## config.mk

```make
export PLATFORM = sky130hd
export DESIGN_NAME = smb_slave_regs
export DESIGN_NICKNAME = d
export VERILOG_FILES = /design/src/rtl/smb_pkg.sv /design/src/rtl/smb_pin_filter.sv /design/src/rtl/smb_regfile.sv /design/src/rtl/smb_link.sv /design/src/rtl/smb_slave_regs.sv
export SDC_FILE = /design/constraint.sdc
export NUM_CORES = 1
export LEC_CHECK = 0
export ABC_AREA = 1
export BUFFER_PORTS_ARGS = -buffer_cell sky130_fd_sc_hd__buf_2
export CAP_MARGIN = 20
export CORE_ASPECT_RATIO = 0.8
export CORE_MARGIN = 1.5
export CORE_UTILIZATION = 40
export CTS_CLUSTER_SIZE = 10
export DETAILED_ROUTE_END_ITERATION = 10
export PLACE_DENSITY = 0.69
export SLEW_MARGIN = 20
export SYNTH_ARGS = -nofsm -noshare
export SYNTH_HDL_FRONTEND = slang
export SYNTH_SLANG_ARGS = --single-unit
```

## constraint.sdc

```tcl
create_clock -name clk -period 6.1 [get_ports clk]
set_clock_uncertainty 0.15 [all_clocks]
set_input_delay 0.61 -clock clk [delete_from_list [all_inputs] [get_ports clk]]
set_output_delay 0.61 -clock clk [all_outputs]
set_load 0.02 [all_outputs]
```

## src/rtl/smb_pkg.sv

```systemverilog
package smb_pkg;

   localparam int WORD_W = 16;
   localparam int BYTE_W = 8;

   typedef enum logic [1:0] {
      LNK_IDLE,
      LNK_RX,
      LNK_TX
   } lnk_mode_t;

   typedef enum logic [2:0] {
      BY_ADDR,
      BY_CMD,
      BY_DLO,
      BY_DHI,
      BY_EXTRA
   } byte_kind_t;

   function automatic byte_kind_t next_kind(input byte_kind_t k);
      case (k)
         BY_ADDR: next_kind = BY_CMD;
         BY_CMD:  next_kind = BY_DLO;
         BY_DLO:  next_kind = BY_DHI;
         default: next_kind = BY_EXTRA;
      endcase
   endfunction

endpackage

```

## src/rtl/smb_pin_filter.sv

```systemverilog
module smb_pin_filter #(
   parameter int SYNC_STAGES = 2,
   parameter int FILT_LEN    = 3
) (
   input  logic clk,
   input  logic rst_n,
   input  logic pin_i,
   output logic pin_o
);
   localparam int CW = $clog2(FILT_LEN + 1);

   logic [SYNC_STAGES-1:0] sync_q;
   logic [CW-1:0]          cnt_q;
   logic                   out_q;
   logic                   samp;

   assign samp  = sync_q[SYNC_STAGES-1];
   assign pin_o = out_q;

   always_ff @(posedge clk or negedge rst_n) begin
      if (!rst_n) begin
         sync_q <= '1;
      end else begin
         sync_q <= {sync_q[SYNC_STAGES-2:0], pin_i};
      end
   end

   // output follows the synchronised pin only after FILT_LEN agreeing samples
   always_ff @(posedge clk or negedge rst_n) begin
      if (!rst_n) begin
         cnt_q <= '0;
         out_q <= 1'b1;
      end else if (samp == out_q) begin
         cnt_q <= '0;
      end else if (cnt_q == CW'(FILT_LEN - 1)) begin
         cnt_q <= '0;
         out_q <= samp;
      end else begin
         cnt_q <= cnt_q + CW'(1);
      end
   end

   assert_filter_follows_R11 : assert property (@(posedge clk) disable iff (!rst_n)
      !$stable(out_q) |-> ($past(samp) == out_q));

endmodule

```

## src/rtl/smb_regfile.sv

```systemverilog
module smb_regfile #(
   parameter int          NUM_REGS   = 4,
   parameter logic [15:0] RST_VAL    = 16'h0000,
   parameter logic [7:0]  CMD_DEV_ID = 8'hFE,
   parameter logic [7:0]  CMD_MFR_ID = 8'hFF,
   parameter logic [15:0] DEV_ID_VAL = 16'h0006,
   parameter logic [15:0] MFR_ID_VAL = 16'h004D
) (
   input  logic                   clk,
   input  logic                   rst_n,
   input  logic                   commit_i,
   input  logic [7:0]             cmd_i,
   input  logic [15:0]            wdata_i,
   output logic [15:0]            rd_data_o,
   output logic [NUM_REGS*16-1:0] regs_o
);
   localparam logic [7:0] NREG8 = 8'(NUM_REGS);

   for (genvar g = 0; g < NUM_REGS; g++) begin : g_reg
      logic [15:0] word_q;
      always_ff @(posedge clk or negedge rst_n) begin
         if (!rst_n) begin
            word_q <= RST_VAL;
         end else if (commit_i && cmd_i == 8'(g)) begin
            word_q <= wdata_i;
         end
      end
      assign regs_o[g*16 +: 16] = word_q;
   end

   always_comb begin
      rd_data_o = '0;
      if (cmd_i == CMD_DEV_ID) begin
         rd_data_o = DEV_ID_VAL;
      end else if (cmd_i == CMD_MFR_ID) begin
         rd_data_o = MFR_ID_VAL;
      end else begin
         for (int k = 0; k < NUM_REGS; k++) begin
            if (cmd_i == 8'(k)) rd_data_o = regs_o[k*16 +: 16];
         end
      end
   end

   assert_commit_writable_R8 : assert property (@(posedge clk) disable iff (!rst_n)
      commit_i |-> (cmd_i < NREG8));

   assert_hold_without_commit_R4 : assert property (@(posedge clk) disable iff (!rst_n)
      !commit_i |=> $stable(regs_o));

endmodule

```

## src/rtl/smb_link.sv

```systemverilog
module smb_link
   import smb_pkg::*;
#(
   parameter logic [6:0] DEV_ADDR   = 7'h09,
   parameter int         NUM_REGS   = 4,
   parameter logic [7:0] CMD_DEV_ID = 8'hFE,
   parameter logic [7:0] CMD_MFR_ID = 8'hFF
) (
   input  logic        clk,
   input  logic        rst_n,
   input  logic        scl_f,
   input  logic        sda_f,
   input  logic [15:0] rd_data_i,
   output logic [7:0]  cmd_o,
   output logic        commit_o,
   output logic [15:0] wdata_o,
   output logic        sda_oe_o
);
   localparam logic [7:0] NREG8 = 8'(NUM_REGS);

   function automatic logic cmd_known(input logic [7:0] c);
      cmd_known = (c < NREG8) || (c == CMD_DEV_ID) || (c == CMD_MFR_ID);
   endfunction

   lnk_mode_t   mode_q;
   byte_kind_t  kind_q;
   logic [3:0]  bitcnt_q;
   logic [7:0]  rx_sr_q, tx_sr_q, cmd_q, lo_q, hi_q;
   logic        scl_d, sda_d, oe_q, cmd_ok_q, staged_q, go_tx_q, txhi_q, mack_q, commit_q;
   logic        start_ev, stop_ev, rise, fall, rx_ack;

   assign start_ev = scl_f & scl_d & sda_d & ~sda_f;
   assign stop_ev  = scl_f & scl_d & ~sda_d & sda_f;
   assign rise     = scl_f & ~scl_d;
   assign fall     = ~scl_f & scl_d;

   always_comb begin
      case (kind_q)
         BY_ADDR: rx_ack = (rx_sr_q[7:1] == DEV_ADDR) && (!rx_sr_q[0] || cmd_ok_q);
         BY_CMD:  rx_ack = cmd_known(rx_sr_q);
         BY_DLO:  rx_ack = 1'b1;
         BY_DHI:  rx_ack = 1'b1;
         default: rx_ack = 1'b0;
      endcase
   end

   always_ff @(posedge clk or negedge rst_n) begin
      if (!rst_n) begin
         scl_d    <= 1'b1;
         sda_d    <= 1'b1;
         mode_q   <= LNK_IDLE;
         kind_q   <= BY_ADDR;
         bitcnt_q <= '0;
         rx_sr_q  <= '0;
         tx_sr_q  <= '0;
         cmd_q    <= '0;
         lo_q     <= '0;
         hi_q     <= '0;
         oe_q     <= 1'b0;
         cmd_ok_q <= 1'b0;
         staged_q <= 1'b0;
         go_tx_q  <= 1'b0;
         txhi_q   <= 1'b0;
         mack_q   <= 1'b0;
         commit_q <= 1'b0;
      end else begin
         scl_d    <= scl_f;
         sda_d    <= sda_f;
         commit_q <= 1'b0;
         if (start_ev) begin
            mode_q   <= LNK_RX;
            kind_q   <= BY_ADDR;
            bitcnt_q <= '0;
            staged_q <= 1'b0;
            go_tx_q  <= 1'b0;
            oe_q     <= 1'b0;
         end else if (stop_ev) begin
            mode_q   <= LNK_IDLE;
            oe_q     <= 1'b0;
            commit_q <= staged_q && (cmd_q < NREG8);
            staged_q <= 1'b0;
            cmd_ok_q <= 1'b0;
         end else if (mode_q == LNK_RX) begin
            if (rise) begin
               if (bitcnt_q < 4'd8) rx_sr_q <= {rx_sr_q[6:0], sda_f};
               if (bitcnt_q != 4'd9) bitcnt_q <= bitcnt_q + 4'd1;
            end else if (fall) begin
               if (bitcnt_q == 4'd8) begin
                  if (rx_ack) begin
                     oe_q <= 1'b1;
                     case (kind_q)
                        BY_ADDR: go_tx_q <= rx_sr_q[0];
                        BY_CMD: begin
                           cmd_q    <= rx_sr_q;
                           cmd_ok_q <= 1'b1;
                        end
                        BY_DLO: lo_q <= rx_sr_q;
                        BY_DHI: begin
                           hi_q     <= rx_sr_q;
                           staged_q <= 1'b1;
                        end
                        default: ;
                     endcase
                  end else begin
                     mode_q <= LNK_IDLE;
                     oe_q   <= 1'b0;
                  end
               end else if (bitcnt_q == 4'd9) begin
                  bitcnt_q <= '0;
                  if (go_tx_q) begin
                     mode_q  <= LNK_TX;
                     tx_sr_q <= rd_data_i[7:0];
                     txhi_q  <= 1'b0;
                     oe_q    <= ~rd_data_i[7];
                  end else begin
                     oe_q   <= 1'b0;
                     kind_q <= next_kind(kind_q);
                  end
               end
            end
         end else if (mode_q == LNK_TX) begin
            if (rise) begin
               if (bitcnt_q == 4'd8) mack_q <= ~sda_f;
               if (bitcnt_q != 4'd9) bitcnt_q <= bitcnt_q + 4'd1;
            end else if (fall) begin
               if (bitcnt_q >= 4'd1 && bitcnt_q <= 4'd7) begin
                  tx_sr_q <= {tx_sr_q[6:0], 1'b0};
                  oe_q    <= ~tx_sr_q[6];
               end else if (bitcnt_q == 4'd8) begin
                  oe_q <= 1'b0;
               end else if (bitcnt_q == 4'd9) begin
                  if (!txhi_q && mack_q) begin
                     tx_sr_q  <= rd_data_i[15:8];
                     txhi_q   <= 1'b1;
                     bitcnt_q <= '0;
                     oe_q     <= ~rd_data_i[15];
                  end else begin
                     mode_q <= LNK_IDLE;
                     oe_q   <= 1'b0;
                  end
               end
            end
         end
      end
   end

   assign cmd_o    = cmd_q;
   assign commit_o = commit_q;
   assign wdata_o  = {hi_q, lo_q};
   assign sda_oe_o = oe_q;

   assert_idle_released_R12 : assert property (@(posedge clk) disable iff (!rst_n)
      (mode_q == LNK_IDLE) |-> !sda_oe_o);

   assert_foreign_addr_nack_R1 : assert property (@(posedge clk) disable iff (!rst_n)
      (fall && mode_q == LNK_RX && kind_q == BY_ADDR && bitcnt_q == 4'd8 &&
       rx_sr_q[7:1] != DEV_ADDR && !start_ev && !stop_ev) |=> !sda_oe_o);

   assert_unknown_cmd_nack_R9 : assert property (@(posedge clk) disable iff (!rst_n)
      (fall && mode_q == LNK_RX && kind_q == BY_CMD && bitcnt_q == 4'd8 &&
       !cmd_known(rx_sr_q) && !start_ev && !stop_ev) |=> !sda_oe_o);

   assert_start_drops_stage_R5 : assert property (@(posedge clk) disable iff (!rst_n)
      start_ev |=> !staged_q);

   assert_commit_after_stop_R4 : assert property (@(posedge clk) disable iff (!rst_n)
      commit_o |-> $past(stop_ev));

endmodule

```

## src/rtl/smb_slave_regs.sv

```systemverilog
module smb_slave_regs #(
   parameter logic [6:0]  DEV_ADDR    = 7'h09,
   parameter int          NUM_REGS    = 4,
   parameter int          SYNC_STAGES = 2,
   parameter int          FILT_LEN    = 3,
   parameter logic [15:0] RST_VAL     = 16'h0000,
   parameter logic [7:0]  CMD_DEV_ID  = 8'hFE,
   parameter logic [7:0]  CMD_MFR_ID  = 8'hFF,
   parameter logic [15:0] DEV_ID_VAL  = 16'h0006,
   parameter logic [15:0] MFR_ID_VAL  = 16'h004D
) (
   input  logic                   clk,
   input  logic                   rst_n,
   input  logic                   scl_i,
   input  logic                   sda_i,
   output logic                   sda_drive_low_o,
   output logic [NUM_REGS*16-1:0] regs_o
);
   localparam int NLINES = 2;

   if (NUM_REGS < 1 || NUM_REGS > 250) begin : g_bad_nregs
      $error("NUM_REGS out of range");
   end
   if (SYNC_STAGES < 2) begin : g_bad_sync
      $error("SYNC_STAGES must be at least 2");
   end
   if (FILT_LEN < 1) begin : g_bad_filt
      $error("FILT_LEN must be at least 1");
   end
   if (int'(CMD_DEV_ID) < NUM_REGS || int'(CMD_MFR_ID) < NUM_REGS || CMD_DEV_ID == CMD_MFR_ID) begin : g_bad_cmd
      $error("identity command codes collide");
   end

   logic [NLINES-1:0] raw, filt;
   logic [7:0]        cmd;
   logic              commit;
   logic [15:0]       wdata, rd_data;

   assign raw = {sda_i, scl_i};

   for (genvar l = 0; l < NLINES; l++) begin : g_line
      smb_pin_filter #(
         .SYNC_STAGES (SYNC_STAGES),
         .FILT_LEN    (FILT_LEN)
      ) u_filt (
         .clk   (clk),
         .rst_n (rst_n),
         .pin_i (raw[l]),
         .pin_o (filt[l])
      );
   end

   smb_link #(
      .DEV_ADDR   (DEV_ADDR),
      .NUM_REGS   (NUM_REGS),
      .CMD_DEV_ID (CMD_DEV_ID),
      .CMD_MFR_ID (CMD_MFR_ID)
   ) u_link (
      .clk       (clk),
      .rst_n     (rst_n),
      .scl_f     (filt[0]),
      .sda_f     (filt[1]),
      .rd_data_i (rd_data),
      .cmd_o     (cmd),
      .commit_o  (commit),
      .wdata_o   (wdata),
      .sda_oe_o  (sda_drive_low_o)
   );

   smb_regfile #(
      .NUM_REGS   (NUM_REGS),
      .RST_VAL    (RST_VAL),
      .CMD_DEV_ID (CMD_DEV_ID),
      .CMD_MFR_ID (CMD_MFR_ID),
      .DEV_ID_VAL (DEV_ID_VAL),
      .MFR_ID_VAL (MFR_ID_VAL)
   ) u_regs (
      .clk       (clk),
      .rst_n     (rst_n),
      .commit_i  (commit),
      .cmd_i     (cmd),
      .wdata_i   (wdata),
      .rd_data_o (rd_data),
      .regs_o    (regs_o)
   );

endmodule

```

==> out/metrics.cfg <==
[status]
status = finished, violations left
violations = negative hold slack

[logic_synthesis]
synth_cell_types = 37
synth_area_leaders = dfrtp_1 48%, nand2_1 14%, o21ai_0 4.8%
ys_warn_count = 0
synth_top_area_cell = dfrtp_1
synth_edf_count = 0
synth_most_common_cell = nand2_1
synth_top_area_share_pct = 48.1
avgSynthCellArea_um2 = 8.18
synth_flop_cell = dfrtp_1
ys_seq_elements = 131
yosysSeqAreaShare_pct = 51.4
async_flop_share_pct = 100
yosys-top-cells-count = 239 x nand2_1, 123 x dfrtp_1, 73 x inv_1
netlist_area_um2 = 6390
synth_nets = 795
synthCells = 782

[power_and_ir_drop]
p_sw_uw = 937
leakage_uw = 0.00364
peakVddDrop_mv = 0.241
internal_power_uw = 1700
switching_share_pct = 35.6
p_comb_share_pct = 25.7
power.density_nw_per_um2 = 355
p_clk_share_pct = 34.5
p_seq_share_pct = 39.8

[worst_setup_path]
worstPathMaxFanout = 32
crit_arrival_ps = 3000
cp-end-kind = flip-flop
worstPathRequired_ps = 6260
crit_type = flip-flop to flip-flop
cp-start-kind = flip-flop

[global_routing]
antenna_found_initial = 0
grt_use_total_pct = 20.5
grt_max_degree = 72
grt_pass1_vias = 4951
grt-ovfl-total = 0
grt_pass1_wl_um = 26100

[floorplan]
chipHeight_um = 116
core_um2 = 15700
ios = 69
rows = 41
fp.dieW_um = 144
start_util_pct = 40.7
die_area_um2 = 16800

[placed_design]
dpl.hpwl_um = 11500
place_area_um2 = 6880
portBuffers = 68
gp_congestion = 0.892

[clock_tree]
ctsHoldBuffers = 0
cts_num_sinks = 131
cts_setup_buffers = 0
clk_pin_slew_ps = 60
cts_tree = yes
h-tree-depth = 4
cts_resized = 0
clockRootBuffer = clkbuf_16
clock_latency_ps = 420
cts_made_buffers = 17
cts_buffer_depth = 2

[routing]
post_drt_wl_per_cell_um = 15.0
drc = 0
drtIter0Drc = 438
routed_via_density = 4.99
ant_nets = 0
vias = 5341
dr.pass1.iters = 5
wl_um = 16100

[final_layout]
n_antenna_cell = 0
syn_to_final_growth_pct = 15.9
design_area_um2 = 7410
finalNetCount = 859
nFillCells = 1546
layout-drive-gt1-share_pct = 19.0

[sta]
max_freq_mhz = 352
final.period_utilization_pct = 46.6
slew_violations = 0
slew_headroom_pct = 30.5
min_period_ps = 2840
final.setup.tns_ps = 0
holdWs_ps = -4.65
tightest_slew_ps = 1040
finalSetupViolations = 0
rsz0062_at_grt = no
hold_viol = 1

[worst_hold_path]
hold_path.class = input port to asynchronous set/reset pin

[run]
drv_cap = 0

## final timing paths
kind	from	endpoint	slack, ps	depth (start not counted)
worst min-delay path	rst_n	u_link.sda_oe_o	-5	1
min in group clk	scl_i	g_line[0].u_filt.sync_q[0]	140	1
max in group asynchronous	rst_n	u_link.lo_q[7]	4540	2
worst max register to register	u_link.cmd_o[0]	u_regs.g_reg[1].word_q[0]	3260	4
worst min register to register	g_line[1].u_filt.sync_q[0]	g_line[1].u_filt.sync_q[1]	210	0
worst max-delay path	u_link.cmd_o[0]	u_regs.g_reg[1].word_q[0]	3260	4
## power groups by stage
| stage | logic (uW) | registers [uW] | clock network, uW |
|---|---|---|---|
| final | 676 | 1050 | 909 |
| after global routing | 780 | 1060 | 966 |
| after CTS | 678 | 1050 | 920 |
| after detailed placement | 673 | 1060 | 0 |
| after global placement | 666 | 1060 | 0 |
| after floorplan | 516 | 1040 | 0 |
## routing by layer
layer  global-route usage (%)  routed length (um)
met1                     30.5                8010
met2                     29.8                6910
met3                     4.67                 949
met4                     6.26                 193
met5                        0                   0
## layout make-up
cell class	count	area [um2]	share of cell area, %
Clock buffer	18	439	5.93
Clock inverter	11	85.1	1.15
Inverter	89	337	4.54
Multi-Input combinational cell	538	2640	35.6
Sequential cell	131	3290	44.4
Tap cell	215	269	3.63
Timing Repair Buffer	69	354	4.78
## cells by family (layout without fill, tap and decap cells)
| family | after synthesis | after routing | share of synthesized area (%) |
|---|---|---|---|
| XOR/XNOR | 2 | 2 | 0.274 |
| adder cells (fa/ha/maj) | 9 | 9 | 1.76 |
| AND/OR/NAND/NOR | 396 | 396 | 28.1 |
| AO/OA/AOI/OAI | 131 | 131 | 11.1 |
| flip-flops | 131 | 131 | 51.4 |
| buffers and inverters | 113 | 187 | 7.38 |
## worst max-delay path, cell delays in order, from the launching register on
cell,delay (ps)
dfrtp_1,440
inv_2,80
nor2_1,660
nand3_1,930
o21ai_0,460
## flip-flops by register name, indices dropped and copies added (netlist names), 7 cells and up
register         count
u_link.cmd_o         8
u_link.hi_q          8
u_link.lo_q          8
u_link.rx_sr_q       8
u_link.tx_sr_q       7
u_regs.g.word_q     64
## through the flow
| step | power, uW | utilization [%] | worst slack, ps | instances |
|---|---|---|---|---|
| final | 2630 | 47.2 | 3260 | 1071 |
| after global routing | 2810 | 47.2 | 2980 | 1071 |
| after CTS | 2650 | 47.2 | 3330 | 1071 |
| after detailed placement | 1740 | 43.8 | 3350 | 1042 |
| after global placement | 1720 | 43.8 | 3500 | 1042 |
| after floorplan | 1560 | - | 4120 | 782 |
## cells in the final DEF (no fill, tap or decap), drive strengths merged
master,netlist,final
a21boi,1,1
a21oi,13,13
and2,1,1
buf,12,69
clkbuf,12,18
clkinv,0,6
clkinvlp,0,3
dfrtp,123,123
dfstp,8,8
ha,9,9
inv,89,91
nand2,250,250
nand3,55,55
nand3b,3,3
nand4,12,12
nor2,57,57
nor3,14,14
nor4,3,3
o2111a,1,1
o211ai,3,3
o21ai,111,111
o31ai,2,2
or2,1,1
xnor2,2,2
Note: power is estimated with default switching activity, not from simulation.
